## src/rtl/err_log_pkg.sv

```systemverilog
package err_log_pkg;
  localparam int PRIO_W = 5;

  typedef enum logic [1:0] {
    SEL_STAT = 2'd0,
    SEL_ADDR = 2'd1,
    SEL_PRIO = 2'd2,
    SEL_RSVD = 2'd3
  } reg_sel_e;

  // 0 means the class never captures an address
  function automatic logic [PRIO_W-1:0] class_prio(input int idx);
    case (idx)
      0:       return 5'd30;
      1:       return 5'd28;
      3:       return 5'd24;
      4:       return 5'd20;
      5:       return 5'd12;
      6:       return 5'd8;
      7:       return 5'd4;
      8:       return 5'd2;
      9:       return 5'd16;
      default: return 5'd0;
    endcase
  endfunction
endpackage

```

## src/rtl/err_sticky.sv

```systemverilog
module err_sticky #(
  parameter int N_CLS = 11
) (
  input  logic             clk_i,
  input  logic             rst_ni,
  input  logic [N_CLS-1:0] set_i,
  input  logic [N_CLS-1:0] clr_i,
  output logic [N_CLS-1:0] stat_o
);
  logic [N_CLS-1:0] stat_q;

  always_ff @(posedge clk_i or negedge rst_ni) begin
    if (!rst_ni) stat_q <= '0;
    else         stat_q <= (stat_q & ~clr_i) | set_i;  // set beats clear
  end

  assign stat_o = stat_q;

  p_set_r1: assert property (@(posedge clk_i) disable iff (!rst_ni)
    (|set_i) |=> ((stat_q & $past(set_i)) == $past(set_i)));

  p_hold_r2: assert property (@(posedge clk_i) disable iff (!rst_ni)
    1'b1 |=> ((stat_q & $past(stat_q & ~clr_i)) == $past(stat_q & ~clr_i)));

  p_clr_r2: assert property (@(posedge clk_i) disable iff (!rst_ni)
    (|(clr_i & ~set_i)) |=> ((stat_q & $past(clr_i & ~set_i)) == '0));
endmodule

```

## src/rtl/err_prio_pick.sv

```systemverilog
module err_prio_pick
  import err_log_pkg::*;
#(
  parameter int N_CLS  = 11,
  parameter int ADDR_W = 40
) (
  input  logic                         clk_i,
  input  logic                         rst_ni,
  input  logic [N_CLS-1:0]             vld_i,
  input  logic [N_CLS-1:0][ADDR_W-1:0] addr_i,
  output logic                         win_vld_o,
  output logic [PRIO_W-1:0]            win_prio_o,
  output logic [ADDR_W-1:0]            win_addr_o
);
  always_comb begin
    win_vld_o  = 1'b0;
    win_prio_o = '0;
    win_addr_o = '0;
    // strict compare keeps the lowest index on ties
    for (int i = 0; i < N_CLS; i++) begin
      if (vld_i[i] && (class_prio(i) > win_prio_o)) begin
        win_vld_o  = 1'b1;
        win_prio_o = class_prio(i);
        win_addr_o = addr_i[i];
      end
    end
  end

  for (genvar g = 0; g < N_CLS; g++) begin : g_chk
    if (class_prio(g) != 0) begin : g_pri
      p_pick_max_r7: assert property (@(posedge clk_i) disable iff (!rst_ni)
        vld_i[g] |-> (win_vld_o && (win_prio_o >= class_prio(g))));
    end else begin : g_none
      p_no_prio_r6: assert property (@(posedge clk_i) disable iff (!rst_ni)
        (vld_i == (N_CLS'(1) << g)) |-> !win_vld_o);
    end
  end
endmodule

```

## src/rtl/fault_addr_cap.sv

```systemverilog
module fault_addr_cap
  import err_log_pkg::*;
#(
  parameter int ADDR_W = 40
) (
  input  logic              clk_i,
  input  logic              rst_ni,
  input  logic              win_vld_i,
  input  logic [PRIO_W-1:0] win_prio_i,
  input  logic [ADDR_W-1:0] win_addr_i,
  input  logic              sw_we_i,
  input  logic [PRIO_W-1:0] sw_prio_i,
  output logic [ADDR_W-4:0] dw_addr_o,
  output logic [PRIO_W-1:0] prio_o
);
  logic [ADDR_W-4:0] dw_addr_q;
  logic [PRIO_W-1:0] prio_q;
  logic              cap;

  assign cap = win_vld_i && (win_prio_i > prio_q);

  always_ff @(posedge clk_i or negedge rst_ni) begin
    if (!rst_ni) begin
      dw_addr_q <= '0;
      prio_q    <= '0;
    end else if (cap) begin
      dw_addr_q <= win_addr_i[ADDR_W-1:3];
      prio_q    <= win_prio_i;
    end else if (sw_we_i) begin
      prio_q    <= sw_prio_i;
    end
  end

  assign dw_addr_o = dw_addr_q;
  assign prio_o    = prio_q;

  p_cap_r4: assert property (@(posedge clk_i) disable iff (!rst_ni)
    (win_vld_i && (win_prio_i > prio_q)) |=>
      ((prio_q == $past(win_prio_i)) && (dw_addr_q == $past(win_addr_i[ADDR_W-1:3]))));

  p_keep_r5: assert property (@(posedge clk_i) disable iff (!rst_ni)
    (!sw_we_i && !(win_vld_i && (win_prio_i > prio_q))) |=>
      ($stable(prio_q) && $stable(dw_addr_q)));

  p_sw_prio_r8: assert property (@(posedge clk_i) disable iff (!rst_ni)
    (sw_we_i && !win_vld_i) |=> (prio_q == $past(sw_prio_i)));
endmodule

```

## src/rtl/l2_err_log.sv

```systemverilog
module l2_err_log
  import err_log_pkg::*;
#(
  parameter int N_CLS  = 11,
  parameter int ADDR_W = 40,
  parameter int DATA_W = 64
) (
  input  logic                         clk_i,
  input  logic                         rst_ni,
  input  logic [N_CLS-1:0]             err_vld_i,
  input  logic [N_CLS-1:0][ADDR_W-1:0] err_addr_i,
  input  logic                         reg_we_i,
  input  logic [1:0]                   reg_sel_i,
  input  logic [DATA_W-1:0]            reg_wdata_i,
  output logic [DATA_W-1:0]            reg_rdata_o,
  input  logic                         trap_dis_i,
  output logic                         trap_o
);
  logic [N_CLS-1:0]  stat, clr;
  logic              win_vld, prio_we;
  logic [PRIO_W-1:0] win_prio, prio;
  logic [ADDR_W-1:0] win_addr;
  logic [ADDR_W-4:0] dw_addr;
  reg_sel_e          sel;

  assign sel     = reg_sel_e'(reg_sel_i);
  assign clr     = (reg_we_i && sel == SEL_STAT) ? reg_wdata_i[N_CLS-1:0] : '0;
  assign prio_we = reg_we_i && (sel == SEL_PRIO);

  err_sticky #(.N_CLS(N_CLS)) u_sticky (
    .clk_i, .rst_ni, .set_i(err_vld_i), .clr_i(clr), .stat_o(stat)
  );

  err_prio_pick #(.N_CLS(N_CLS), .ADDR_W(ADDR_W)) u_pick (
    .clk_i, .rst_ni, .vld_i(err_vld_i), .addr_i(err_addr_i),
    .win_vld_o(win_vld), .win_prio_o(win_prio), .win_addr_o(win_addr)
  );

  fault_addr_cap #(.ADDR_W(ADDR_W)) u_cap (
    .clk_i, .rst_ni, .win_vld_i(win_vld), .win_prio_i(win_prio),
    .win_addr_i(win_addr), .sw_we_i(prio_we), .sw_prio_i(reg_wdata_i[PRIO_W-1:0]),
    .dw_addr_o(dw_addr), .prio_o(prio)
  );

  always_comb begin
    reg_rdata_o = '0;
    unique case (sel)
      SEL_STAT: reg_rdata_o[N_CLS-1:0]  = stat;
      SEL_ADDR: reg_rdata_o[ADDR_W-1:3] = dw_addr;
      SEL_PRIO: reg_rdata_o[PRIO_W-1:0] = prio;
      default:  reg_rdata_o = '0;
    endcase
  end

  assign trap_o = (|stat) && !trap_dis_i;

  p_trap_req_r3: assert property (@(posedge clk_i) disable iff (!rst_ni)
    (!trap_dis_i && $past(|err_vld_i)) |-> trap_o);

  p_trap_mask_r3: assert property (@(posedge clk_i) disable iff (!rst_ni)
    trap_dis_i |-> !trap_o);
endmodule

```

## config.mk

```make
export PLATFORM = sky130hd
export DESIGN_NAME = l2_err_log
export DESIGN_NICKNAME = d
export VERILOG_FILES = /design/src/rtl/err_log_pkg.sv /design/src/rtl/err_sticky.sv /design/src/rtl/err_prio_pick.sv /design/src/rtl/fault_addr_cap.sv /design/src/rtl/l2_err_log.sv
export SDC_FILE = /design/constraint.sdc
export NUM_CORES = 1
export LEC_CHECK = 0
export ABC_AREA = 1
export BUFFER_PORTS_ARGS = -buffer_cell sky130_fd_sc_hd__buf_4
export CORE_AREA = 2 2 226 228
export DETAILED_ROUTE_END_ITERATION = 8
export DIE_AREA = 0 0 228 230
export HOLD_SLACK_MARGIN = 0.06
export MAX_ROUTING_LAYER = met4
export PLACE_DENSITY_LB_ADDON = 0.25
export RECOVER_POWER = 100
export SYNTH_ARGS = -nofsm -noshare
export SYNTH_HDL_FRONTEND = slang
export SYNTH_HIERARCHICAL = 1
export SYNTH_SLANG_ARGS = --single-unit
```

## constraint.sdc

```tcl
create_clock -name clk_i -period 2.2 [get_ports clk_i]
set_input_delay 0.44 -clock clk_i [delete_from_list [all_inputs] [get_ports clk_i]]
set_output_delay 0.44 -clock clk_i [all_outputs]
set_load 0.005 [all_outputs]
```

-- Word-level counts from Yosys, hierarchy flattened
Cells that the tools add are included.
- latch bits: 0
- bits of input ports: 521
- memory bits (read-only): 0
- register bits: 53
- bits in writable memories: 0
- output and inout port bits: 65
- memories kept: 0
- word-level logic and storage cells: 77
- reductions and logical operators: 18
- div/mod/pow operators: 0
- eq/ne operators: 2
- mux-type cells: 40
- shift operators: 0
- order comparisons: 11
- bitwise logic cells: 3
- add/sub/neg operators: 0
- multiply operators: 0
- operators with widths (operator ; number):
    $mux 40 ; 11
    $mux 5 ; 13
    $mux 29 ; 1
    $gt 5x5->1 const A ; 4
    $logic_and 1x1->1 ; 14
    $pmux 6 s2 ; 1
    $and 11x11->11 ; 1
    $mux 1 ; 11
    $mux 11 ; 1
    $not 11->11 ; 1
    $or 11x11->11 ; 1
    $reduce_or 11->1 ; 1
    $gt 1x5->1 const A ; 2
    $gt 4x5->1 const A ; 2
    $pmux 2 s3 ; 1
    $pmux 3 s2 ; 1
    $gt 2x5->1 const A ; 1
    $gt 3x5->1 const A ; 1
    $gt 5x5->1 ; 1
    $eq 2x1->1 const B ; 1
    $eq 2x2->1 const B ; 1
    $logic_not 2->1 ; 1
    $reduce_bool 2->1 ; 1
    $logic_not 1->1 ; 1

-- Longest topological paths before layout
- word-level depth: 34
- depth in mapped cells: 17

-- By module
The synthesis kept the hierarchy.
- by module, submodules not included (module ; instances ; area an instance (um2) ; cells an instance):
    err_prio_pick ; 1 ; 3648.5 ; 829
    fault_addr_cap ; 1 ; 1913.1 ; 225
    l2_err_log ; 1 ; 813.3 ; 154
    err_sticky ; 1 ; 440.4 ; 55

-- Worst setup path before layout
No wires, ideal clock.
- kind: input port to flip-flop
- start: input port err_vld_i[1]
- end: register u_cap.dw_addr_q[0], in the netlist u_cap/dw_addr_o[0]
- buffers on the path: 4
- setup time: 117 ps
- arrival time: 2421 ps
- slack: -338 ps
- stages on the path: 16
- cell sequence: buf_2 nor2_8 nand4_4 nor2_4 buf_2 nand2_1 a41oi_1 ha_1 nand2_1 nor2_4 a21boi_4 nand2_2 buf_6 buf_6 nand2_1 nand2_1
- word-level cells in the longest chain between the ends: 31
- elaborated cells between the ends (all ways): 51
- RTL lines (item ; line ; text):
    start: declaration ; l2_err_log.sv:10 ; input logic [N_CLS-1:0] err_vld_i,
    $logic_and 1x1->1 * ; err_prio_pick.sv:21 ; if (vld_i[i] && (class_prio(i) > win_prio_o)) begin
    $mux 5 * ; err_prio_pick.sv:21 ;
    $gt 1x5->1 ; err_prio_pick.sv:21 ;
    $logic_and 1x1->1 ; err_prio_pick.sv:21 ;
    $mux 5 * ; err_prio_pick.sv:21 ;
    $gt 5x5->1 ; err_prio_pick.sv:21 ;
    $logic_and 1x1->1 ; err_prio_pick.sv:21 ;
    $mux 5 * ; err_prio_pick.sv:21 ;
    (+16 left out) ; -- ;
    $logic_and 1x1->1 ; err_prio_pick.sv:21 ;
    $mux 5 * ; err_prio_pick.sv:21 ;
    $gt 1x5->1 ; err_prio_pick.sv:21 ;
    $logic_and 1x1->1 ; err_prio_pick.sv:21 ;
    $mux 5 * ; err_prio_pick.sv:21 ;
    via win_prio[2] ; l2_err_log.sv:21 ; logic [PRIO_W-1:0] win_prio, prio;
    $gt 5x5->1 * ; fault_addr_cap.sv:20 ; assign cap = win_vld_i && (win_prio_i > prio_q);
    $logic_and 1x1->1 * ; fault_addr_cap.sv:20 ;
    end signal: assignment ; fault_addr_cap.sv:27 ; dw_addr_q <= win_addr_i[ADDR_W-1:3];
    end: declaration ; fault_addr_cap.sv:16 ; logic [ADDR_W-4:0] dw_addr_q;
Mark *: on every way through the listed nets, which the timed path passes. The rest lies on a longest branch.
A chain may end at the register's enable or synchronous reset.

-- Worst setup path in the final report
- start: input port err_vld_i[1]
- end: register u_cap.dw_addr_q[19], in the netlist u_cap/dw_addr_o[19]
Same word-level chain as after synthesis.

==> results.md <==
* Run status: completed
* Post-Syn Area at around 6600 sq um
* CTS root buf: clkbuf_16
* Slew @ Worst Pin at 1.46 ns
* Routability cong. at between 0.8 and 0.9
* Fin util at between 20 and 25%
* CTS tree: done
* Die Area at 52400 sq um
* Worst Clk Skew at 0.00972 ns
* Clk pin slew, worst setup/hold paths at around 0.080 ns
* Final Cycle Share at 100%
* Fill cells at 5844
* Area of the multi-input gates at 4120 sq um
* Required @ worst endpoint at roughly 2.4 ns
* Arr. time, crit path at 2.39 ns
* Max cap viols at 0
* VDD IR max at between 0.0006 and 0.0007 V
* Layout area overhead at 65.3%
* Number of antenna violations at the first check in global routing at 8
* First-pass GRT wire length at 57300 um
* Final Max Slew Viols at 0
* Nets@finish at roughly 2.1k
* Clk buf depth at 2
* Worst slew margin at 2.53%
* Final ANT Viol Nets at 0
* Final HPWL from detailed placement at 33800 um
* Grt total ovfl at 0
* Synthesized instance count at 1207
* Power Dens Cells at 574 nW/um^2
* Die Y at 230 um
* GRT Util Overall at about 15%
* Yosys warns at 6
* Final min period at around 2.2 ns
* Io pins at 586
* Die X at 228 um
* Final setup viols at 0
* P_leak at between 6 and 7 nW
* Largest net degree at the start of global routing at between 50 and 60
* DR vias at 8961
* DRC Markers at 0
* Mean post-synth cell area at 5.45 sq um
* Drt first pass iters at 6
* Final hold slack at 0.314 ns
* Post-Route WL at 40300 um
* Overall power at 6.25 mW
* Via density at 3.92
* Initial DRC count at 471
* RSZ-0062 raised after global routing: true
* Avg WL per Cell at 17.6 um
* Fin. Hold Viols at 0
* Highest clock rate at 0.455 GHz
* I/O Buffers at 401
* Initial core utilization at 13.2%
* Setup TNS at 0 ns
* Number of global-route vias before repair at 8976
* Total clock buffers created by CTS at 5
* Worst setup EP type: register
* Row cnt at 82
* Worst hold path class: primary input to register
* Startpoint types: primary input
* CTS Sinks at 53
* Htree depth at 2
* Critical path fanouts, max at 29
* FF+latch area at 1330 sq um
* Share of post-route cells with drive strength above 1 at between 30 and 40%
* Worst skew pair latency at 0.31 ns
* Core box area at 49900 sq um
* WS Path Type: primary input to register
-- worst paths after layout --
check,cells past startpoint,slack (ns),from,endpoint
worst max-delay path,15,0.0002,err_vld_i[1],u_cap/dw_addr_o[19]
worst min-delay path,3,0.31,err_vld_i[10],u_sticky/stat_o[10]
worst max register to register,9,0.47,u_cap/prio_o[4],u_cap/prio_o[1]
worst min register to register,2,0.47,u_cap/dw_addr_o[20],u_cap/dw_addr_o[20]
max in group asynchronous,1,0.84,rst_ni,u_sticky/stat_o[0]
min in group asynchronous,1,0.47,rst_ni,u_cap/dw_addr_o[19]
-- report_power, final --
group	total [mW]	internal, mW	switching [mW]	leakage, nW
combinational	3.69	1.59	2.10	5.38
sequential	1.61	1.38	0.225	0.614
clock	0.951	0.541	0.410	0.0800
total	6.25	3.51	2.73	6.07
-- state kept, by name, indices dropped and copies added, names as in the netlist --
| signal | flops |
|---|---|
| u_sticky/stat_o | 11 |
| u_cap/dw_addr_o | 37 |
| u_cap/prio_o | 5 |
-- layout by cell type (no fill, tap or decap), types with 2 or more instances in the layout --
cell type	count
buf_4	448
nand2_1	303
nand3_1	256
nor2_1	226
inv_1	166
dfrtp_1	53
nand4_1	35
conb_1	25
buf_12	11
nor2_4	8
nand3_2	8
clkbuf_1	7
clkbuf_4	7
o21ai_0	6
buf_6	6
nand2_2	6
clkbuf_16	5
ha_1	5
a22o_1	4
a21oi_1	4
clkbuf_2	3
nand3_4	3
inv_2	3
buf_8	2
nor2_8	2
-- final cells by class --
class	instances	share of cell area, %
Multi-Input combinational cell	898	37.9
Timing Repair Buffer	484	34.7
Sequential cell	53	12.2
Tap cell	672	7.73
Inverter	170	5.89
Clock buffer	5	1.15
Clock inverter	3	0.426
Antenna cell	1	0.0230
-- per-stage QoR --
| step | area (sq um) | setup slack (ns) | std cells |
|---|---|---|---|
| after global routing | 10900 | -0.0913 | 2286 |
| after floorplan | 6710 | -0.170 | 1230 |
| after CTS | 10800 | 0.0137 | 2281 |
| after detailed placement | 10600 | -0.406 | 2273 |
| after global placement | 10600 | -0.366 | 2273 |
| final | 10900 | 0.000168 | 2286 |
-- timing repair --
action / CTS / global route
buffers inserted: 0 / 4
pin swaps: 0 / 14
hold buffers: 0 / 0
setup endpoints to repair: 30 / 42
gates resized for setup: 1 / 30
-- per-layer routing --
metal,vias to the layer above,GRT usage [%],part of all wire [%]
met2,329,24.2,46
met3,25,2.03,4.4
met5,-,-,0
met4,0,3.13,1.4
met1,4102,20.5,48
li1,4505,-,-
-- worst max-delay path: stages --
cell      delay (ns)
buf_8           0.11
nor2_8          0.12
buf_6           0.11
nand4_4         0.08
nor2_4          0.18
nand2_2         0.06
a41oi_2         0.20
ha_1            0.30
nand2_2         0.09
nor2_4          0.04
a21boi_4        0.24
nand2_4         0.11
buf_12          0.17
nand2_1         0.08
nand2_1         0.05
Note: power is estimated with default switching activity, not from simulation.
